--- src/rtl/noise_voice.sv ---
module noise_voice #(
  parameter int LFSR_W    = 15,
  parameter int SEED      = 32'h7FF1,
  parameter int SHORT_TAP = 6,
  parameter int LEN_W     = 6,
  parameter int VOL_W     = 4,
  parameter int CODE_W    = 3,
  parameter int SHIFT_W   = 4,
  parameter int BASE_W    = 7
) (
  input  logic                            clk,
  input  logic                            rst_n,
  input  logic                            cyc_en,
  input  logic                            cfg_wr,
  input  logic [CODE_W+SHIFT_W:0]         cfg_byte,
  input  logic                            ctl_wr,
  input  logic [1:0]                      ctl_flags,
  input  logic                            len_wr,
  input  logic [LEN_W-1:0]                len_val,
  input  logic [VOL_W-1:0]                vol_in,
  input  logic                            len_tick,
  output logic [VOL_W-1:0]                sample_out,
  output logic                            active
);
  localparam int TMR_W = BASE_W + (1 << SHIFT_W) - 1;

  logic [CODE_W-1:0]  code_q;
  logic               short_q;
  logic [SHIFT_W-1:0] shift_q;
  logic [TMR_W-1:0]   timer;
  logic [LFSR_W-1:0]  lfsr;
  logic               out_bit;
  logic [LEN_W-1:0]   len_cnt;
  logic               len_en;

  logic               trig;
  logic               step;
  logic               fb;
  logic               wrap;
  logic [BASE_W-1:0]  base;
  logic [TMR_W-1:0]   reload;
  logic [LFSR_W-1:0]  lfsr_nxt;

  assign trig   = ctl_wr & ctl_flags[1];
  assign base   = (code_q == '0) ? BASE_W'(8) : (BASE_W'(code_q) << 4);
  assign reload = TMR_W'(base) << shift_q;
  assign step   = cyc_en & (timer <= TMR_W'(1));
  assign fb     = lfsr[0] ^ lfsr[1];
  assign wrap   = len_tick & ~len_wr & (len_cnt == '1);

  always_comb begin
    lfsr_nxt = {fb, lfsr[LFSR_W-1:1]};
    if (short_q) lfsr_nxt[SHORT_TAP] = fb;
  end

  always_ff @(posedge clk) begin
    if (!rst_n) begin
      code_q  <= '0;
      short_q <= 1'b0;
      shift_q <= '0;
    end else if (cfg_wr) begin
      code_q  <= cfg_byte[CODE_W-1:0];
      short_q <= cfg_byte[CODE_W];
      shift_q <= cfg_byte[CODE_W+SHIFT_W:CODE_W+1];
    end
  end

  always_ff @(posedge clk) begin
    if (!rst_n)        timer <= '0;
    else if (trig)     timer <= reload;
    else if (step)     timer <= reload;
    else if (cyc_en)   timer <= timer - TMR_W'(1);
  end

  always_ff @(posedge clk) begin
    if (!rst_n) begin
      lfsr    <= '0;
      out_bit <= 1'b0;
    end else if (trig) begin
      lfsr    <= LFSR_W'(SEED);
      out_bit <= 1'b0;
    end else if (step && active) begin
      lfsr    <= lfsr_nxt;
      out_bit <= fb;
    end
  end

  always_ff @(posedge clk) begin
    if (!rst_n)        len_cnt <= '0;
    else if (len_wr)   len_cnt <= len_val;
    else if (len_tick) len_cnt <= len_cnt + LEN_W'(1);
  end

  always_ff @(posedge clk) begin
    if (!rst_n)      len_en <= 1'b0;
    else if (ctl_wr) len_en <= ctl_flags[0];
  end

  always_ff @(posedge clk) begin
    if (!rst_n)                active <= 1'b0;
    else if (trig)             active <= 1'b1;
    else if (wrap && len_en)   active <= 1'b0;
  end

  assign sample_out = (active && out_bit) ? vol_in : '0;
endmodule

--- config.mk ---
export PLATFORM = sky130hd
export DESIGN_NAME = noise_voice
export DESIGN_NICKNAME = d
export VERILOG_FILES = /design/src/rtl/noise_voice.sv
export SDC_FILE = /design/constraint.sdc
export NUM_CORES = 1
export LEC_CHECK = 0
export ABC_AREA = 1
export BUFFER_PORTS_ARGS = -buffer_cell sky130_fd_sc_hd__buf_2
export CAP_MARGIN = 20
export CORE_MARGIN = 3
export CORE_UTILIZATION = 50
export CTS_CLUSTER_DIAMETER = 60
export CTS_CLUSTER_SIZE = 14
export DETAILED_ROUTE_END_ITERATION = 6
export GPL_TIMING_DRIVEN = 1
export PLACE_DENSITY = 0.66
export RECOVER_POWER = 50
export SLEW_MARGIN = 20
export SYNTH_ARGS = -nofsm -noshare
export SYNTH_HDL_FRONTEND = slang
export SYNTH_SLANG_ARGS = --single-unit
--- constraint.sdc ---
create_clock -name clk -period 2.93 [get_ports clk]
set_input_delay 0.586 -clock clk [delete_from_list [all_inputs] [get_ports clk]]
set_output_delay 0.586 -clock clk [all_outputs]
set_load 0.05 [all_outputs]
==> impl_metrics.yaml, run 1 <==
status:
  status: "complete, no violations"
cells_and_area:
  nets: 563
  syn2layout_area_growth_pct: 8.00
  num_antenna_cells: 0
  drive_gt1_share_pct: 10.3
global_route:
  grt_max_degree: 39
  grt-ovfl-total: 0
  grt_pass1_vias: 2795
  grt_use_total_pct: 21.2
  grt_pass1_wl_microns: 12800
  antenna_found_initial: 0
sta:
  hold_viol: 0
  fmax_mhz: 483
  max_slew.worst_pin.slew_ns: 0.966
  finalSetupTns_ns: 0
  finalCriticalPeriod_ns: 2.07
  slew_headroom_pct: 35.6
  rsz0062_at_grt: "no"
  setup_ws_ns: 0.857
  drv_slew: 0
  fin_crit_sh_pct: 70.7
  final-setup-viol-count: 0
  hold_ws_ns: 0.444
  skew_ns: 0.00591
floorplanning:
  die_w_microns: 86.5
  fp.dieH_microns: 86.5
  rows: 28
  floorplan.initialDensity_pct: 53.1
  die-area_sq_mm: 0.00748
  core-area_sq_mm: 0.00610
  pin_count: 32
placement:
  place_congestion: 0.903
  hpwl_microns: 5500
  port_buffers: 31
  pre_cts_ws_ns: 0.940
cts:
  clkSinkCount: 54
  htree_levels: 2
  cts_buffers: 5
  cts_setup_buffers: 0
  root_buffer: "clkbuf_8"
  post_cts_resized: 0
  ctsHoldBuffers: 0
  cts_tree: "done"
  clockBufferDepth: 2
  clk_pin_slew_ns: 0.10
  clock_latency_ns: 0.31
logic_synthesis:
  ys_top_cells_by_count: "nand2_1 (113), nor2_1 (75), inv_1 (65)"
  synth_cells: 512
  ys_types: 32
  yosysSeqAreaShare_pct: 33.4
  synth_nets: 542
  yosysMostFrequentCell: "nand2_1"
  syn_area_per_cell_sq_um: 6.32
  synth-seq-cells: 54
  yosysTopAreaCellShare_pct: 33.4
  ys.flop_type: "dfxtp_1"
  yosysTopAreaCell: "dfxtp_1"
  synthTopCellsByArea: "dfxtp_1 (33%), nand2_1 (13%), nor2_1 (8.7%)"
  synth_edf_count: 0
  async_flop_share_pct: 0
  synth_warnings: 0
  netlist_area_sq_mm: 0.00324
routing:
  wl_per_cell_microns: 12.1
  drt_iter0_drc: 171
  vias: 3120
  via_per_inst: 5.12
  ant_nets: 0
  drt-total-wl_microns: 7380
  first_pass_iters: 5
  route.detailed.drc: 0
power_and_ir_drop:
  p_leak_nw: 1.71
  peakVddDrop_v: 0.000309
  powerDensity_mw_per_mm2: 518
worst_setup_path:
  path_max_fanout: 11
  reg2reg_slack_ns: 0.86
  critPathKind: "reg2reg"
  required_ns: 3.14
  reg2reg_depth: 10
  timing.rr.start: "timer[0]$_SDFFE_PN0P_"
  worst_setup_path_start_kind: "flop"
  worstReg2RegEnd: "lfsr[8]$_SDFFE_PN0P_"
  crit_arrival_ns: 2.28
  end_kind: "flop"
hold_path:
  holdPathEnd: "lfsr[3]$_SDFFE_PP0N_"
  min_from: "lfsr[3]$_SDFFE_PP0N_"
  hp-class: "reg2reg"
  hold_depth: 2
run:
  cap_violations: 0
-- how the worst max path moves through the flow --
| stage | startpoint | end | depth (start not counted) |
|---|---|---|---|
| finish | timer[0]$_SDFFE_PN0P_ | lfsr[8]$_SDFFE_PN0P_ | 10 |
| global route | timer[0]$_SDFFE_PN0P_ | lfsr[12]$_SDFFE_PN0P_ | 10 |
| CTS | timer[0]$_SDFFE_PN0P_ | timer[10]$_SDFFE_PN0P_ | 11 |
| detailed placement | cyc_en | timer[8]$_SDFFE_PN0P_ | 11 |
| global placement | cyc_en | timer[10]$_SDFFE_PN0P_ | 11 |
| floorplan | active$_SDFFE_PN0P_ | sample_out[0] | 2 |
-- critical path, cell delays in order, from the launching register on --
cell,delay [ns]
dfxtp_1,0.35
inv_1,0.08
ha_1,0.24
o21ai_0,0.22
inv_1,0.07
nand2_1,0.08
nor2_1,0.08
nand2_1,0.25
nand2_1,0.30
o21ai_0,0.24
nor2_1,0.07
-- layout make-up --
class,instances,area [sq um]
inverter,66,249
tap,75,93.8
clock buffer,5,68.8
sequential,54,1080
multi-input combinational,372,1790
clock inverter,3,47.5
fill,616,2600
timing repair buffer,34,171
-- registers in the layout, summed over array words and instances, names as in the netlist --
name / count
lfsr: 15
shift_q: 4
len_en: 1
out_bit: 1
timer: 22
len_cnt: 6
short_q: 1
active: 1
code_q: 3
-- cell families (layout without fill, tap and decap cells) --
logic type	after synthesis	in the layout	synth area share [%]
buffers and inverters	86	108	10.9
and+or+nand+nor	261	261	34.9
adders and majority gates	3	3	1.16
DFF	54	54	33.4
muxes	1	1	0.348
xor gates and xnor gates	16	16	4.33
AOI/OAI and AO/OA	91	91	15.1
-- cell usage in the layout, fill, tap and decap left out, drive strengths merged, types with 2 or more instances in the layout --
| cell type | n |
|---|---|
| nand2 | 118 |
| a21oi | 23 |
| o21bai | 2 |
| dfxtp | 54 |
| xor2 | 8 |
| clkbuf | 10 |
| buf | 29 |
| nand4 | 7 |
| nand3b | 2 |
| xnor2 | 8 |
| clkinv | 2 |
| nor2 | 85 |
| nor3b | 2 |
| inv | 66 |
| nand3 | 42 |
| nor3 | 5 |
| o21ai | 61 |
| ha | 3 |
-- through the flow --
| step | std cells | utilization (%) | area (sq um) | total power [mW] |
|---|---|---|---|---|
| 2_1_floorplan | 512 | - | 3240 | 1.21 |
| 3_3_place_gp | 601 | 55.9 | 3410 | 1.31 |
| 3_5_place_dp | 601 | 55.9 | 3410 | 1.31 |
| 4_1_cts | 609 | 57.8 | 3520 | 1.83 |
| 5_1_grt | 609 | 57.4 | 3500 | 1.95 |
| 6_report | 609 | 57.4 | 3500 | 1.81 |
-- power breakdown --
part / leakage (nW) / internal (mW) / total (mW) / switching, mW
Combinational: 1.20 / 0.163 / 0.445 / 0.283
Clock: 0.0587 / 0.259 / 0.517 / 0.258
Sequential: 0.447 / 0.792 / 0.850 / 0.0578
-- metal layers --
layer / global-route usage (%) / share of wire (%) / wire length (microns) / vias to the layer above
li1: - / - / - / 1668
met1: 27.5 / 48 / 3580 / 1393
met2: 35.2 / 46 / 3380 / 47
met3: 3.52 / 3.3 / 246 / 12
met4: 8.22 / 2.3 / 172 / 0
met5: 0 / 0 / 0 / -
(Power assumes the default switching activity.)
==> inputs of run 2 (changes only) <==
Clock period 2.93 ns to 2.1 ns, I/O delays scaled along.
==> impl_metrics.yaml, run 2 (same netlist as run 1, synthesis figures left out) <==
cells_and_area:
  most-common-layout-cells: "nand2_1 (113), nor2_1 (75), inv_1 (65), o21ai_0 (56), dfxtp_1 (54)"
  stdcell_count: 612
  largest_register_ffs: 22
  largestRegisters: "timer: 22 flops, lfsr: 15 flops, len_cnt: 6 flops"
  num_antenna_cells: 0
  nFillCells: 599
  largest_register: "timer"
  fin_util_pct: 57.9
  final_common_cell: "nand2_1"
  regArea_sq_mm: 0.00108
  syn2layout_area_growth_pct: 8.93
  drive_gt1_share_pct: 11.7
  multi_input_area_sq_mm: 0.00181
  nets: 566
  finalInstanceArea_sq_mm: 0.00353
global_route:
  antenna_found_initial: 0
  grt_max_degree: 39
  grt-ovfl-total: 0
  grt_pass1_wl_microns: 12700
  grt_use_total_pct: 20.8
  grt_pass1_vias: 2852
placement:
  port_buffers: 31
  post_dp_cell_area_sq_mm: 0.00344
  place_congestion: 0.888
  hpwl_microns: 5400
  dp.cells: 604
power_and_ir_drop:
  powerDensity_mw_per_mm2: 692
  pwr-share-seq_pct: 48.4
  combPwrFrac_pct: 25.9
  power.internal_mw: 1.59
  p_sw_uw: 852
  peakVddDrop_v: 0.000354
  p_leak_nw: 1.73
  p_total_mw: 2.44
  swShare_pct: 34.9
  clockPowerShare_pct: 25.7
routing:
  drt-total-wl_microns: 7260
  vias: 3121
  drt_iter0_drc: 178
  first_pass_iters: 4
  wl_per_cell_microns: 11.9
  via_per_inst: 5.10
  route.detailed.drc: 0
  ant_nets: 0
hold_path:
  hp-class: "in2reg"
cts:
  htree_levels: 2
  clkSinkCount: 54
  clk_pin_slew_ns: 0.11
  cts_tree: "done"
  ctsHoldBuffers: 0
  root_buffer: "clkbuf_8"
  cts_buffers: 5
  clockBufferDepth: 2
  post_cts_resized: 0
  cts_setup_buffers: 0
  clock_latency_ns: 0.32
sta:
  fin_crit_sh_pct: 87.9
  hold_viol: 0
  finalCriticalPeriod_ns: 1.85
  finalSetupTns_ns: 0
  rsz0062_at_grt: "no"
  drv_slew: 0
  skew_ns: 0.00948
  fmax_mhz: 541
  slew_headroom_pct: 43.5
  max_slew.worst_pin.slew_ns: 0.848
  final-setup-viol-count: 0
worst_setup_path:
  end_kind: "flop"
  worst_setup_path_start_kind: "flop"
  reg2reg_slack_ns: 0.25
  required_ns: 2.32
  crit_arrival_ns: 2.06
  path_max_fanout: 16
  critPathKind: "reg2reg"
floorplanning:
  floorplan.initialDensity_pct: 53.1
  rows: 28
  pin_count: 32
  die-area_sq_mm: 0.00748
  die_w_microns: 86.5
  core-area_sq_mm: 0.00610
  fp.dieH_microns: 86.5
run:
  cap_violations: 0
status:
  status: "complete, no violations"
## run 2: power groups by stage
stage / registers (mW) / clock network [mW] / logic (mW)
2_1_floorplan: 1.19 / 0 / 0.497
3_3_place_gp: 1.20 / 0 / 0.624
3_5_place_dp: 1.20 / 0 / 0.633
4_1_cts: 1.18 / 0.651 / 0.636
5_1_grt: 1.20 / 0.686 / 0.734
6_report: 1.18 / 0.626 / 0.632
## run 2: final timing paths
kind                               from                endpoint  depth (start not counted)
hold reg to reg    lfsr[2]$_SDFFE_PP0N_    lfsr[2]$_SDFFE_PP0N_                          2
setup reg to reg  timer[0]$_SDFFE_PN0P_  timer[18]$_SDFFE_PN0P_                         10
hold / removal              cfg_byte[3]    short_q$_SDFFE_PN0P_                          3
setup / recovery  timer[0]$_SDFFE_PN0P_  timer[18]$_SDFFE_PN0P_                         10
## run 2: cell type report
cell class / count / share of cell area (%)
multi-input combinational: 372 / 51.2
sequential: 54 / 30.6
inverter: 66 / 7.06
timing repair buffer: 37 / 5.75
tap: 75 / 2.66
clock buffer: 5 / 1.95
clock inverter: 3 / 0.745
## run 2: worst max-delay path, cell delays in order (launching register included)
cell and delay, ns:
dfxtp_1 0.35, inv_1 0.07, ha_1 0.23, o21ai_0 0.24, inv_1 0.08, nand2_2 0.09
nor2_4 0.05, nor2_4 0.33, nand2_1 0.14, nor2_1 0.12, nor2_1 0.04
## run 2: per-layer routing
layer / part of all wire (%) / global-route usage [%] / routed length [microns]
met4: 1.3 / 6.09 / 97
met1: 49 / 27.5 / 3550
met5: 0 / 0 / 0
met2: 47 / 34.8 / 3380
met3: 3.2 / 3.42 / 231
## run 2: stage by stage
step | hold slack (ns) | setup WS (ns)
global route | 0.325 | 0.0255
floorplan | 0.420 | 0.112
detailed placement | 0.432 | 0.284
CTS | 0.316 | 0.246
global placement | 0.428 | 0.326
finish | 0.324 | 0.253
==> inputs of run 3 (changes only) <==
Settings changed: ABC_AREA 1 to default, PLACE_DENSITY 0.66 to 0.74.
==> impl_metrics.yaml, run 3 <==
status:
  status: "complete, no violations"
cells_and_area:
  syn2layout_area_growth_pct: 14.6
  fin_util_pct: 59.8
  drive_gt1_share_pct: 22.3
  largest_register_ffs: 22
  num_antenna_cells: 0
  finalInstanceArea_sq_mm: 0.00356
  most-common-layout-cells: "dfxtp_1 (52), a21oi_1 (33), nor2_1 (29), mux2i_1 (28), buf_2 (25)"
  nets: 428
  largestRegisters: "timer: 22 flops, lfsr: 15 flops, len_cnt: 6 flops"
  final_common_cell: "dfxtp_1"
  largest_register: "timer"
worst_setup_path:
  crit_arrival_ns: 2.16
  crit_slowest_cell: "or4_4"
  reg2reg_depth: 5
  critPathKind: "reg2reg"
  end_kind: "flop"
  critPathMaxStageDelay_ns: 0.66
  worst_setup_path_start_kind: "flop"
  crit_start: "timer[6]$_SDFFE_PN0P_"
  cp-endpoint: "lfsr[14]$_SDFFE_PN0P_"
  worstReg2RegEnd: "lfsr[14]$_SDFFE_PN0P_"
  timing.rr.start: "timer[6]$_SDFFE_PN0P_"
  required_ns: 2.28
  reg2reg_slack_ns: 0.12
  crit_chain: "or4_4 > nor2_8 > nand4_4 > mux2i_1 > a21oi_1"
  path_max_fanout: 16
placement:
  post_dp_cell_area_sq_mm: 0.00340
  port_buffers: 31
  place_congestion: 0.955
  pre_cts_ws_ns: 0.0389
  hpwl_microns: 5880
floorplanning:
  floorplan.initialDensity_pct: 52.2
  die-area_sq_mm: 0.00720
  core-area_sq_mm: 0.00596
  die_w_microns: 84.9
  rows: 28
  pin_count: 32
  fp.dieH_microns: 84.9
power_and_ir_drop:
  p_total_mw: 3.43
  p_sw_mw: 1.33
  power.internal_mw: 2.10
  p_leak_nw: 1.50
  peakVddDrop_v: 0.000668
  swShare_pct: 38.8
  clockPowerShare_pct: 21.5
  combPwrFrac_pct: 40.5
  pwr-share-seq_pct: 38.1
  powerDensity_mw_per_mm2: 964
cts:
  clk_pin_slew_ns: 0.11
  root_buffer: "clkbuf_8"
  cts_buffers: 5
  clockBufferDepth: 2
  htree_levels: 2
  cts_tree: "done"
  clock_latency_ns: 0.31
  clkSinkCount: 54
logic_synthesis:
  netlist_area_sq_mm: 0.00311
  synth_compound_area_share_pct: 19.8
  synth_top_family_by_area: "simple AND/OR/NAND/NOR gates"
  synthTopCellsByArea: "dfxtp_1 (35%), mux2i_1 (9.0%), a21oi_1 (5.3%)"
  synth_edf_count: 0
  syn_area_per_cell_sq_um: 8.69
  synth_cells: 358
  yosysMostFrequentCell: "dfxtp_1"
  synth_warnings: 0
  synth_xor_area_share_pct: 2.25
  ys_top_cells_by_count: "dfxtp_1 (54), a21oi_1 (33), nor2_1 (29)"
  synth-seq-cells: 54
  synthAdderAreaFrac_pct: 1.21
  ys_types: 68
  yosysTopAreaCell: "dfxtp_1"
  async_flop_share_pct: 0
  ys.flop_type: "dfxtp_1"
  yosysSeqAreaShare_pct: 34.8
  synthSimpleGateAreaFrac_pct: 26.9
  synth_nets: 388
  yosysTopAreaCellShare_pct: 34.8
  synth.area.mux_share_pct: 10.5
global_route:
  grt_use_total_pct: 22.1
  grt_pass1_vias: 2720
  grt_max_degree: 33
  grt_pass1_wl_microns: 13000
  antenna_found_initial: 0
  grt-ovfl-total: 0
sta:
  max_slew.worst_pin.slew_ns: 0.661
  slew_headroom_pct: 55.9
  finalCriticalPeriod_ns: 1.98
  rsz0062_at_grt: "no"
  fmax_mhz: 505
  hold_viol: 0
  final-setup-viol-count: 0
  skew_ns: 0.0103
  fin_crit_sh_pct: 94.3
  drv_slew: 0
  finalSetupTns_ns: 0
  setup_ws_ns: 0.121
routing:
  via_per_inst: 6.35
  ant_nets: 0
  wl_per_cell_microns: 16.9
  route.detailed.drc: 0
  drt_iter0_drc: 344
  drt-total-wl_microns: 8000
  first_pass_iters: 5
  vias: 3011
run:
  cap_violations: 0
hold_path:
  hp-class: "in2reg"
==> run 3: changes by cell type after synthesis, moves of 8 or more <==
| cell | delta |
|---|---|
| inv_1 | -59 |
| nor2_2 | -8 |
| mux2i_1 | +28 |
| nand3_1 | -24 |
| nand2_1 | -93 |
| o21ai_0 | -44 |
| nor2_1 | -46 |
| a21oi_1 | +10 |
==> run 3: area by class of cell <==
cell class                 count  area (sq um)
inverter                       6          22.5
multi-input combinational    275          1910
clock buffer                   5          68.8
timing repair buffer          56           334
sequential                    54          1080
clock inverter                 3          48.8
tap                           75          93.8
fill                         533          2390
==> run 3: what timing repair did <==
item	4_1_cts	5_1_grt
endpoints found under the setup margin	0	27
setup buffers	0	3
hold buffers	0	0
resized for setup	0	9
==> run 3: power by group through the flow <==
stage	logic (mW)	registers (mW)	clock network, mW
global placement	1.29	1.31	0
CTS	1.31	1.29	0.745
floorplan	0.981	1.27	0
detailed placement	1.30	1.31	0
global route	1.50	1.33	0.784
finish	1.39	1.31	0.737
==> run 3: metal layers <==
layer / up-vias / GRT usage [%] / share of wire [%]
li1: 1433 / - / -
met4: 0 / 9.06 / 3.5
met1: 1401 / 29.9 / 44
met5: - / 0 / 0
met3: 22 / 4.76 / 8.9
met2: 155 / 34.4 / 44
==> run 3: how the worst min path moves through the flow <==
stage | startpoint | end | slack [ns] | cells after the start
floorplan | lfsr[2]$_SDFFE_PP0N_ | lfsr[2]$_SDFFE_PP0N_ | 0.43 | 2
global placement | lfsr[2]$_SDFFE_PP0N_ | lfsr[2]$_SDFFE_PP0N_ | 0.44 | 2
detailed placement | lfsr[3]$_SDFFE_PP0N_ | lfsr[3]$_SDFFE_PP0N_ | 0.45 | 2
CTS | len_val[5] | len_cnt[5]$_SDFFE_PN0P_ | 0.33 | 3
global route | len_val[4] | len_cnt[4]$_SDFFE_PN0P_ | 0.33 | 3
finish | len_val[5] | len_cnt[5]$_SDFFE_PN0P_ | 0.33 | 3
==> run 3: critical path, delay by kind of cell (launching register included) <==
kind,cells,cell delay (ns)
and+or+nand+nor,3,1.12
muxes,1,0.26
AOI/OAI and AO/OA,1,0.09
DFF,1,0.38
==> run 3: stage by stage <==
stage                     hold WS, ns  instances
after floorplan                 0.432        358
after CTS                       0.332        471
after global routing            0.332        474
final                           0.333        474
after detailed placement        0.445        463
after global placement          0.439        463
==> run 3: cells by family (layout without fill, tap and decap cells) <==
family | after synthesis | count (layout)
AOI/OAI and AO/OA | 94 | 94
xor gates and xnor gates | 8 | 8
adders and majority gates | 3 | 3
buffers and inverters | 29 | 70
DFF | 54 | 54
muxes | 32 | 32
and+or+nand+nor | 138 | 138
